--- src/rtl/pkt_tx_pkg.sv ---
`timescale 1ns/1ps
// Shared types and constants for the packet transmit sequencer.
package pkt_tx_pkg;
    typedef enum logic [2:0] {
        ST_IDLE, ST_SOP, ST_LEN, ST_PAY, ST_CRCH, ST_CRCL
    } tx_state_t;

    localparam logic [1:0] ADDR_LEN  = 2'd0;
    localparam logic [1:0] ADDR_CTRL = 2'd1;
    localparam logic [1:0] ADDR_DATA = 2'd2;
    localparam logic [1:0] ADDR_STAT = 2'd3;

    localparam int FLG_NFULL = 5;
    localparam int FLG_HALF  = 4;
    localparam int FLG_EMPTY = 3;
    localparam int FLG_BERR  = 2;
    localparam int FLG_DONE  = 1;
    localparam int FLG_TXE   = 0;
endpackage

--- src/rtl/tx_byte_ring.sv ---
`timescale 1ns/1ps
// Byte ring for payload, with a packet base pointer for resend.
// A write is accepted while the ring is not full, or while full with a
// pop in the same cycle. Clear wins over everything else. Rewind moves
// the read pointer back to the base; mark moves the base to the read pointer.
// Assumes rewind is only used when the stored packet fitted in the ring.
module tx_byte_ring #(
    parameter int DEPTH = 16,
    localparam int AW = $clog2(DEPTH),
    localparam int PW = AW + 1
) (
    input  logic          clk,
    input  logic          rst_n,
    input  logic          clr,
    input  logic          wr_en,
    input  logic [7:0]    wr_data,
    input  logic          pop,
    input  logic          mark,
    input  logic          rewind,
    output logic [7:0]    head,
    output logic [PW-1:0] count
);
    localparam logic [PW-1:0] DEPTH_C = PW'(DEPTH);

    logic [7:0]    mem [DEPTH];
    logic [PW-1:0] wr_ptr, rd_ptr, base_ptr;
    logic          full, accept;

    assign count  = wr_ptr - rd_ptr;
    assign full   = (count == DEPTH_C);
    assign accept = wr_en && (!full || pop) && !clr;
    assign head   = mem[rd_ptr[AW-1:0]];

    // Store an accepted byte at the write slot.
    always_ff @(posedge clk) begin
        if (accept) mem[wr_ptr[AW-1:0]] <= wr_data;
    end

    // Advance, clear, rewind and mark the pointers.
    always_ff @(posedge clk) begin
        if (!rst_n || clr) begin
            wr_ptr   <= '0;
            rd_ptr   <= '0;
            base_ptr <= '0;
        end else begin
            if (accept) wr_ptr <= wr_ptr + 1'b1;
            if (rewind)   rd_ptr <= base_ptr;
            else if (pop) rd_ptr <= rd_ptr + 1'b1;
            if (mark)     base_ptr <= rd_ptr;
        end
    end


    level_in_range_chk: assert property (@(posedge clk) disable iff (!rst_n)
        count <= DEPTH_C);

    clear_empties_chk: assert property (@(posedge clk) disable iff (!rst_n)
        clr |=> (count == '0));
endmodule

--- src/rtl/tx_crc16.sv ---
`timescale 1ns/1ps
// Bytewise checksum register, MSB first. init loads the seed; en folds
// din in. Assumes init and en are not asserted together.
module tx_crc16 #(
    parameter logic [15:0] POLY = 16'h1021,
    parameter logic [15:0] SEED = 16'h0000
) (
    input  logic        clk,
    input  logic        rst_n,
    input  logic        init,
    input  logic        en,
    input  logic [7:0]  din,
    output logic [15:0] crc
);
    function automatic logic [15:0] fold(input logic [15:0] c, input logic [7:0] d);
        logic [15:0] r;
        r = c;
        for (int i = 7; i >= 0; i--) begin
            if (r[15] ^ d[i]) r = {r[14:0], 1'b0} ^ POLY;
            else              r = {r[14:0], 1'b0};
        end
        return r;
    endfunction

    // Seed on start, fold each accepted byte.
    always_ff @(posedge clk) begin
        if (!rst_n || init) crc <= SEED;
        else if (en)        crc <= fold(crc, din);
    end


    seed_on_init_chk: assert property (@(posedge clk) disable iff (!rst_n)
        init |=> (crc == SEED));
endmodule

--- src/rtl/tx_irq_regs.sv ---
`timescale 1ns/1ps
// Interrupt enables and sticky status flags. The two completion
// enables are written as a pair. A flag sets on its event and clears
// on a status read; a set in the same cycle wins.
module tx_irq_regs #(
    parameter int NFLAG = 6
) (
    input  logic             clk,
    input  logic             rst_n,
    input  logic             en_wr,
    input  logic [NFLAG-1:0] en_wdata,
    input  logic             rd_clr,
    input  logic [NFLAG-1:0] evt,
    output logic [NFLAG-1:0] enable,
    output logic [NFLAG-1:0] status,
    output logic             irq
);
    logic pair;
    assign pair = en_wdata[1] | en_wdata[0];

    // Hold enables, forcing the completion pair to match.
    always_ff @(posedge clk) begin
        if (!rst_n)     enable <= NFLAG'(3);
        else if (en_wr) enable <= {en_wdata[NFLAG-1:2], pair, pair};
    end

    // Sticky flags with read-to-clear.
    always_ff @(posedge clk) begin
        if (!rst_n) status <= '0;
        else        status <= (status & ~{NFLAG{rd_clr}}) | evt;
    end

    assign irq = |(status & enable);


    event_sets_flag_chk: assert property (@(posedge clk) disable iff (!rst_n)
        (|evt) |=> ((status & $past(evt)) == $past(evt)));
endmodule

--- src/rtl/pkt_tx_seq.sv ---
`timescale 1ns/1ps
// Packet transmit sequencer: host register port, payload ring, frame
// state machine (marker, length, payload, optional checksum) and
// interrupt flags. Assumes the serializer follows valid/ready, and that
// the host clears only while idle (clear is ignored while busy).
module pkt_tx_seq #(
    parameter int          DEPTH    = 16,
    parameter int          MAX_LEN  = 40,
    parameter logic [7:0]  SOP_BYTE = 8'hA5
) (
    input  logic       clk,
    input  logic       rst_n,
    input  logic       host_wr_en,
    input  logic       host_rd_en,
    input  logic [1:0] host_addr,
    input  logic [7:0] host_wdata,
    output logic [7:0] host_rdata,
    input  logic       crc_en,
    output logic [7:0] tx_data,
    output logic       tx_valid,
    input  logic       tx_ready,
    output logic       irq
);
    import pkt_tx_pkg::*;

    localparam int PW = $clog2(DEPTH) + 1;
    localparam logic [PW-1:0] DEPTH_C = PW'(DEPTH);
    localparam logic [PW-1:0] HALF_C  = PW'(DEPTH / 2);

    tx_state_t     st, st_n;
    logic [7:0]    len_q, pkt_len, sent;
    logic          crc_on, resend_ok, busy, fire;
    logic          wr_len, wr_ctrl, wr_data, rd_stat, go, clr;
    logic          ev_berr, ev_txe, ev_done, sent_inc, pop, rewind, mark;
    logic [7:0]    head;
    logic [PW-1:0] buf_cnt;
    logic [15:0]   crc;
    logic [5:0]    enable, status, evt;

    // Host port decode.
    assign wr_len  = host_wr_en && (host_addr == ADDR_LEN);
    assign wr_ctrl = host_wr_en && (host_addr == ADDR_CTRL);
    assign wr_data = host_wr_en && (host_addr == ADDR_DATA);
    assign rd_stat = host_rd_en && (host_addr == ADDR_STAT);
    assign busy    = (st != ST_IDLE);
    assign go      = wr_ctrl && host_wdata[7] && !busy;
    assign clr     = wr_ctrl && host_wdata[6] && !busy;
    assign rewind  = go && (buf_cnt == '0) && resend_ok;
    assign mark    = go && (buf_cnt != '0);
    assign fire    = tx_valid && tx_ready;
    assign pop     = (st == ST_PAY) && fire;

    tx_byte_ring #(.DEPTH(DEPTH)) u_ring (
        .clk(clk), .rst_n(rst_n), .clr(clr), .wr_en(wr_data),
        .wr_data(host_wdata), .pop(pop), .mark(mark), .rewind(rewind),
        .head(head), .count(buf_cnt)
    );

    tx_crc16 u_crc (
        .clk(clk), .rst_n(rst_n), .init(go),
        .en(fire && (st == ST_LEN || st == ST_PAY)),
        .din(tx_data), .crc(crc)
    );

    // Event vector in status bit order.
    always_comb begin
        evt            = '0;
        evt[FLG_NFULL] = (buf_cnt < DEPTH_C);
        evt[FLG_HALF]  = (buf_cnt <= HALF_C);
        evt[FLG_EMPTY] = (buf_cnt == '0);
        evt[FLG_BERR]  = ev_berr;
        evt[FLG_DONE]  = ev_done;
        evt[FLG_TXE]   = ev_txe;
    end

    tx_irq_regs #(.NFLAG(6)) u_irq (
        .clk(clk), .rst_n(rst_n), .en_wr(wr_ctrl), .en_wdata(host_wdata[5:0]),
        .rd_clr(rd_stat), .evt(evt), .enable(enable), .status(status), .irq(irq)
    );

    // Length register, saturated at the largest packet.
    always_ff @(posedge clk) begin
        if (!rst_n)      len_q <= '0;
        else if (wr_len) len_q <= (host_wdata > 8'(MAX_LEN)) ? 8'(MAX_LEN) : host_wdata;
    end

    // Per-packet captures taken at start.
    always_ff @(posedge clk) begin
        if (!rst_n) begin
            pkt_len   <= '0;
            crc_on    <= 1'b0;
            resend_ok <= 1'b0;
        end else if (go) begin
            pkt_len   <= len_q;
            crc_on    <= crc_en;
            resend_ok <= (len_q <= 8'(DEPTH));
        end
    end

    // Payload byte counter.
    always_ff @(posedge clk) begin
        if (!rst_n || go) sent <= '0;
        else if (sent_inc) sent <= sent + 8'd1;
    end

    // Frame state register.
    always_ff @(posedge clk) begin
        if (!rst_n) st <= ST_IDLE;
        else        st <= st_n;
    end

    // Next frame state and end-of-packet events.
    always_comb begin
        st_n     = st;
        ev_berr  = 1'b0;
        ev_txe   = 1'b0;
        ev_done  = 1'b0;
        sent_inc = 1'b0;
        case (st)
            ST_IDLE: if (go) st_n = ST_SOP;
            ST_SOP:  if (fire) st_n = ST_LEN;
            ST_LEN: if (fire) begin
                if (pkt_len == 8'd0) begin
                    if (crc_on) st_n = ST_CRCH;
                    else begin st_n = ST_IDLE; ev_done = 1'b1; end
                end else if (buf_cnt == '0) begin
                    st_n = ST_IDLE; ev_berr = 1'b1;
                end else begin
                    st_n = ST_PAY;
                end
            end
            ST_PAY: begin
                if (buf_cnt == '0) begin
                    st_n = ST_IDLE; ev_txe = 1'b1;
                end else if (fire) begin
                    sent_inc = 1'b1;
                    if (sent + 8'd1 == pkt_len) begin
                        if (crc_on) st_n = ST_CRCH;
                        else begin st_n = ST_IDLE; ev_done = 1'b1; end
                    end
                end
            end
            ST_CRCH: if (fire) st_n = ST_CRCL;
            ST_CRCL: if (fire) begin st_n = ST_IDLE; ev_done = 1'b1; end
            default: st_n = ST_IDLE;
        endcase
    end

    // Outgoing byte and valid, selected by state.
    always_comb begin
        tx_valid = 1'b0;
        tx_data  = 8'h00;
        case (st)
            ST_SOP:  begin tx_valid = 1'b1; tx_data = SOP_BYTE; end
            ST_LEN:  begin tx_valid = 1'b1; tx_data = pkt_len; end
            ST_PAY:  begin tx_valid = (buf_cnt != '0); tx_data = head; end
            ST_CRCH: begin tx_valid = 1'b1; tx_data = crc[15:8]; end
            ST_CRCL: begin tx_valid = 1'b1; tx_data = crc[7:0]; end
            default: ;
        endcase
    end

    // Host read mux.
    always_comb begin
        case (host_addr)
            ADDR_LEN:  host_rdata = len_q;
            ADDR_CTRL: host_rdata = {busy, 1'b0, enable};
            ADDR_STAT: host_rdata = {2'b00, status};
            default:   host_rdata = 8'h00;
        endcase
    end


    start_takes_chk: assert property (@(posedge clk) disable iff (!rst_n)
        go |=> busy);

    end_has_cause_chk: assert property (@(posedge clk) disable iff (!rst_n)
        $fell(busy) |-> $past(ev_done || ev_berr || ev_txe));

    one_end_cause_chk: assert property (@(posedge clk) disable iff (!rst_n)
        $onehot0({ev_berr, ev_txe, ev_done}));

    hold_while_stalled_chk: assert property (@(posedge clk) disable iff (!rst_n)
        (tx_valid && !tx_ready) |=> (tx_valid && $stable(tx_data)));
endmodule

--- config.mk ---
export PLATFORM = sky130hd
export DESIGN_NAME = pkt_tx_seq
export DESIGN_NICKNAME = d
export VERILOG_FILES = /design/src/rtl/pkt_tx_pkg.sv /design/src/rtl/tx_byte_ring.sv /design/src/rtl/tx_crc16.sv /design/src/rtl/tx_irq_regs.sv /design/src/rtl/pkt_tx_seq.sv
export SDC_FILE = /design/constraint.sdc
export NUM_CORES = 1
export LEC_CHECK = 0
export BUFFER_PORTS_ARGS = -buffer_cell sky130_fd_sc_hd__buf_2
export CORE_ASPECT_RATIO = 0.75
export CORE_UTILIZATION = 26
export CTS_CLUSTER_SIZE = 30
export DETAILED_ROUTE_END_ITERATION = 7
export GPL_TIMING_DRIVEN = 0
export PLACE_DENSITY = 0.48
export SYNTH_ARGS = -nofsm -noshare
export SYNTH_HDL_FRONTEND = slang
export SYNTH_SLANG_ARGS = --single-unit
--- constraint.sdc ---
create_clock -name clk -period 2.9 [get_ports clk]
set_clock_uncertainty 0.15 [all_clocks]
set_input_delay 0.145 -clock clk [delete_from_list [all_inputs] [get_ports clk]]
set_output_delay 0.145 -clock clk [all_outputs]
set_load 0.02 [all_outputs]
==> results_dict.tcl <==
set metrics [dict create \
    cts_buffers 21 \
    yosysSeqAreaShare_pct 56.8 \
    syn_to_final_growth_pct 27.1 \
    arrival_ns 3.12 \
    async_reset_ff_share_pct 0 \
    placed_cell_area_um2 10200 \
    finalNetCount 935 \
    cts_tree "built" \
    cp_slowest_stage_delay_ns 0.50 \
    peakVddDrop_mv 0.371 \
    root_buffer "clkbuf_16" \
    grt_use_total_pct 14.6 \
    multi_input_area_um2 4300 \
    ant_nets 0 \
    finalWeightedCongestion 0.780 \
    clockBufferDepth 3 \
    status "completed" \
    design_power_total_w 0.00699 \
    first_global_vias 6434 \
    stdcell_area_um2 12000 \
    fin_ws_ns 0.0267 \
    fin_crit_sh_pct 99.1 \
    rsz0062_at_grt "yes" \
    rows 59 \
    top_level_ports 34 \
    crit_required_ns 3.15 \
    drtIter0Drc 594 \
    grt_start_max_net_pins 21 \
    cts.sinks 203 \
    ff2ff_setup_slack_ns 0.03 \
    post-place-ws_ns -0.805 \
    cp-endpoint "u_crc.crc[5]$_SDFFE_PP0P_" \
    syn-instance-count 807 \
    vias 6748 \
    min_period_ns 2.87 \
    nFillCells 3538 \
    dp_hpwl_mm 19.0 \
    final_max_slew_viol_count 0 \
    setup_viol 0 \
    worstPathMaxFanout 8 \
    hold_violations 0 \
    max_slew.worst_pin.slew_ns 0.678 \
    start_util_pct 26.8 \
    clkLatencyLatePin_ns 0.51 \
    final.setup.tns_ns 0 \
    clk_pin_slew_ns 0.07 \
    dieArea_um2 37000 \
    hold_path.class "input port to flip-flop" \
    path_cells "buf_6 > mux4_2 > a2bb2oi_1 > and4_4 > or4_4 > o211a_2 > or3_1 > a32o_1" \
    ys_types 80 \
    synth_nets 834 \
    r2r-end "u_crc.crc[5]$_SDFFE_PP0P_" \
    cp-start-kind "flip-flop" \
    synth-edff-count 128 \
    post_synth.cell_area_avg_um2 11.7 \
    fmax_mhz 348 \
    cp-end-kind "flip-flop" \
    hold_ws_ns 0.0692 \
    max-slew-margin-rel_pct 54.2 \
    fp.dieH_um 167 \
    mostFrequentLayoutCells "edfxtp_1, dfxtp_1, nand2_1" \
    final_common_cell "edfxtp_1" \
    p_per_area_nw_per_um2 585 \
    seqCellArea_um2 5360 \
    overflow 0 \
    wl_per_cell_um 19.7 \
    antenna_found_initial 0 \
    fp.dieW_um 222 \
    core_area_um2 35100 \
    detail_route.vias_per_cell 4.89 \
    drc_errors 0 \
    yosys_warnings 0 \
    antennaDiodeCount 0 \
    max_cap_viol_count 0 \
    synth_seq_cells 203 \
    drt-pass1-iter-count 5 \
    h-tree-depth 1 \
    slowest_stage "mux4_2" \
    drive_gt1_share_pct 23.9 \
    leakage_nw 4.03 \
    io_buffers 32 \
    grt_pass1_wl_mm 40.9 \
    syn_area_um2 9410 \
    ff2ff_path_depth 8 \
    finalWirelength_mm 27.2 \
    crit_type "flip-flop to flip-flop" \
    ys.flop_type "edfxtp_1" \
]
[kinds of logic after synthesis]
group | share of synthesized area (%)
buffers and inverters | 2.66
xor gates and xnor gates | 3.69
AOI/OAI and AO/OA | 10.8
muxes | 9.24
and+or+nand+nor | 15.3
adders and majority gates | 1.54
DFF | 56.8
[Yosys cell counts, drive strengths merged, types with 6 or more instances]
master,instances,area share [%]
nand3,17,0.90
dfxtp,75,16
nand4,6,0.40
ha,10,1.3
a211oi,14,1.2
o21ai,23,1.2
xnor2,19,1.8
a21oi,30,1.6
edfxtp,128,41
xor2,13,1.2
nor2b,9,0.60
nand2b,13,0.86
clkbuf,22,0.89
mux2i,52,5.5
inv,15,0.60
nand3b,7,0.56
and3,12,0.80
nor2,85,3.4
nor4,7,0.53
a22oi,27,2.2
buf,17,1.1
nand2,73,2.9
mux4,13,3.1
and2,8,0.53
nor3,22,1.2
[worst min-delay path by stage]
stage                        startpoint                              end  slack, ns  cells after the start
final                      host_addr[1]  u_ring.base_ptr[0]$_SDFFE_PP0P_       0.07                      5
after floorplan           host_wdata[0]       u_ring.mem[0][0]$_DFFE_PP_       0.09                      0
after detailed placement         crc_en              crc_on$_SDFFE_PN0P_       0.25                      3
after CTS                  host_addr[0]  u_ring.base_ptr[0]$_SDFFE_PP0P_       0.05                      5
after global routing       host_addr[0]  u_ring.base_ptr[0]$_SDFFE_PP0P_        0.1                      5
after global placement           crc_en              crc_on$_SDFFE_PN0P_       0.25                      3
[metal layers]
metal | track usage, % | wire (um)
met5 | 0 | 0
met3 | 2.28 | 1390
met2 | 20.2 | 10900
met4 | 2.26 | 333
met1 | 23.5 | 14500
[where the power goes]
group | total [W] | switching, W | internal [W]
Clock | 0.00270 | 0.00116 | 0.00154
Sequential | 0.00316 | 0.0000494 | 0.00311
Combinational | 0.00113 | 0.000680 | 0.000451
[metrics by stage]
| stage | std cells | util [%] |
|---|---|---|
| 2_1_floorplan | 807 | - |
| 3_3_place_gp | 1296 | 29.0 |
| 3_5_place_dp | 1296 | 29.0 |
| 4_1_cts | 1369 | 33.2 |
| 5_1_grt | 1380 | 34.0 |
| 6_report | 1380 | 34.0 |
[sequential cells by signal, indices dropped and copies added, names as in the netlist, named ones only]
register         flops
pkt_len              8
u_ring.wr_ptr        5
sent                 8
len_q                8
u_crc.crc           16
u_irq.enable         5
u_ring.mem         128
st                   3
u_ring.rd_ptr        5
crc_on               1
resend_ok            1
u_ring.base_ptr      5
u_irq.status         6
[timing repair]
action	4_1_cts	5_1_grt
setup buffers	21	12
hold endpoints to repair	141	0
gates resized for setup	92	53
setup endpoints to repair	179	161
pin swaps	20	10
hold buffers	14	0
[critical path: cells and delay by family (launching register included)]
| family | cells | cell delay, ns |
|---|---|---|
| simple gates | 3 | 1.04 |
| mux | 1 | 0.50 |
| compound gates | 3 | 0.58 |
| flops | 1 | 0.33 |
| buf+inv | 1 | 0.16 |
[layout make-up]
cell class,count,area share [%]
buffer,38,2.22
clock buffer,25,4.60
clock inverter,13,1.04
inverter,16,0.523
multi-input combinational,549,36.0
sequential,203,44.8
tap,457,4.78
timing repair buffer,79,6.10
Power figures use the tool's default switching activity.
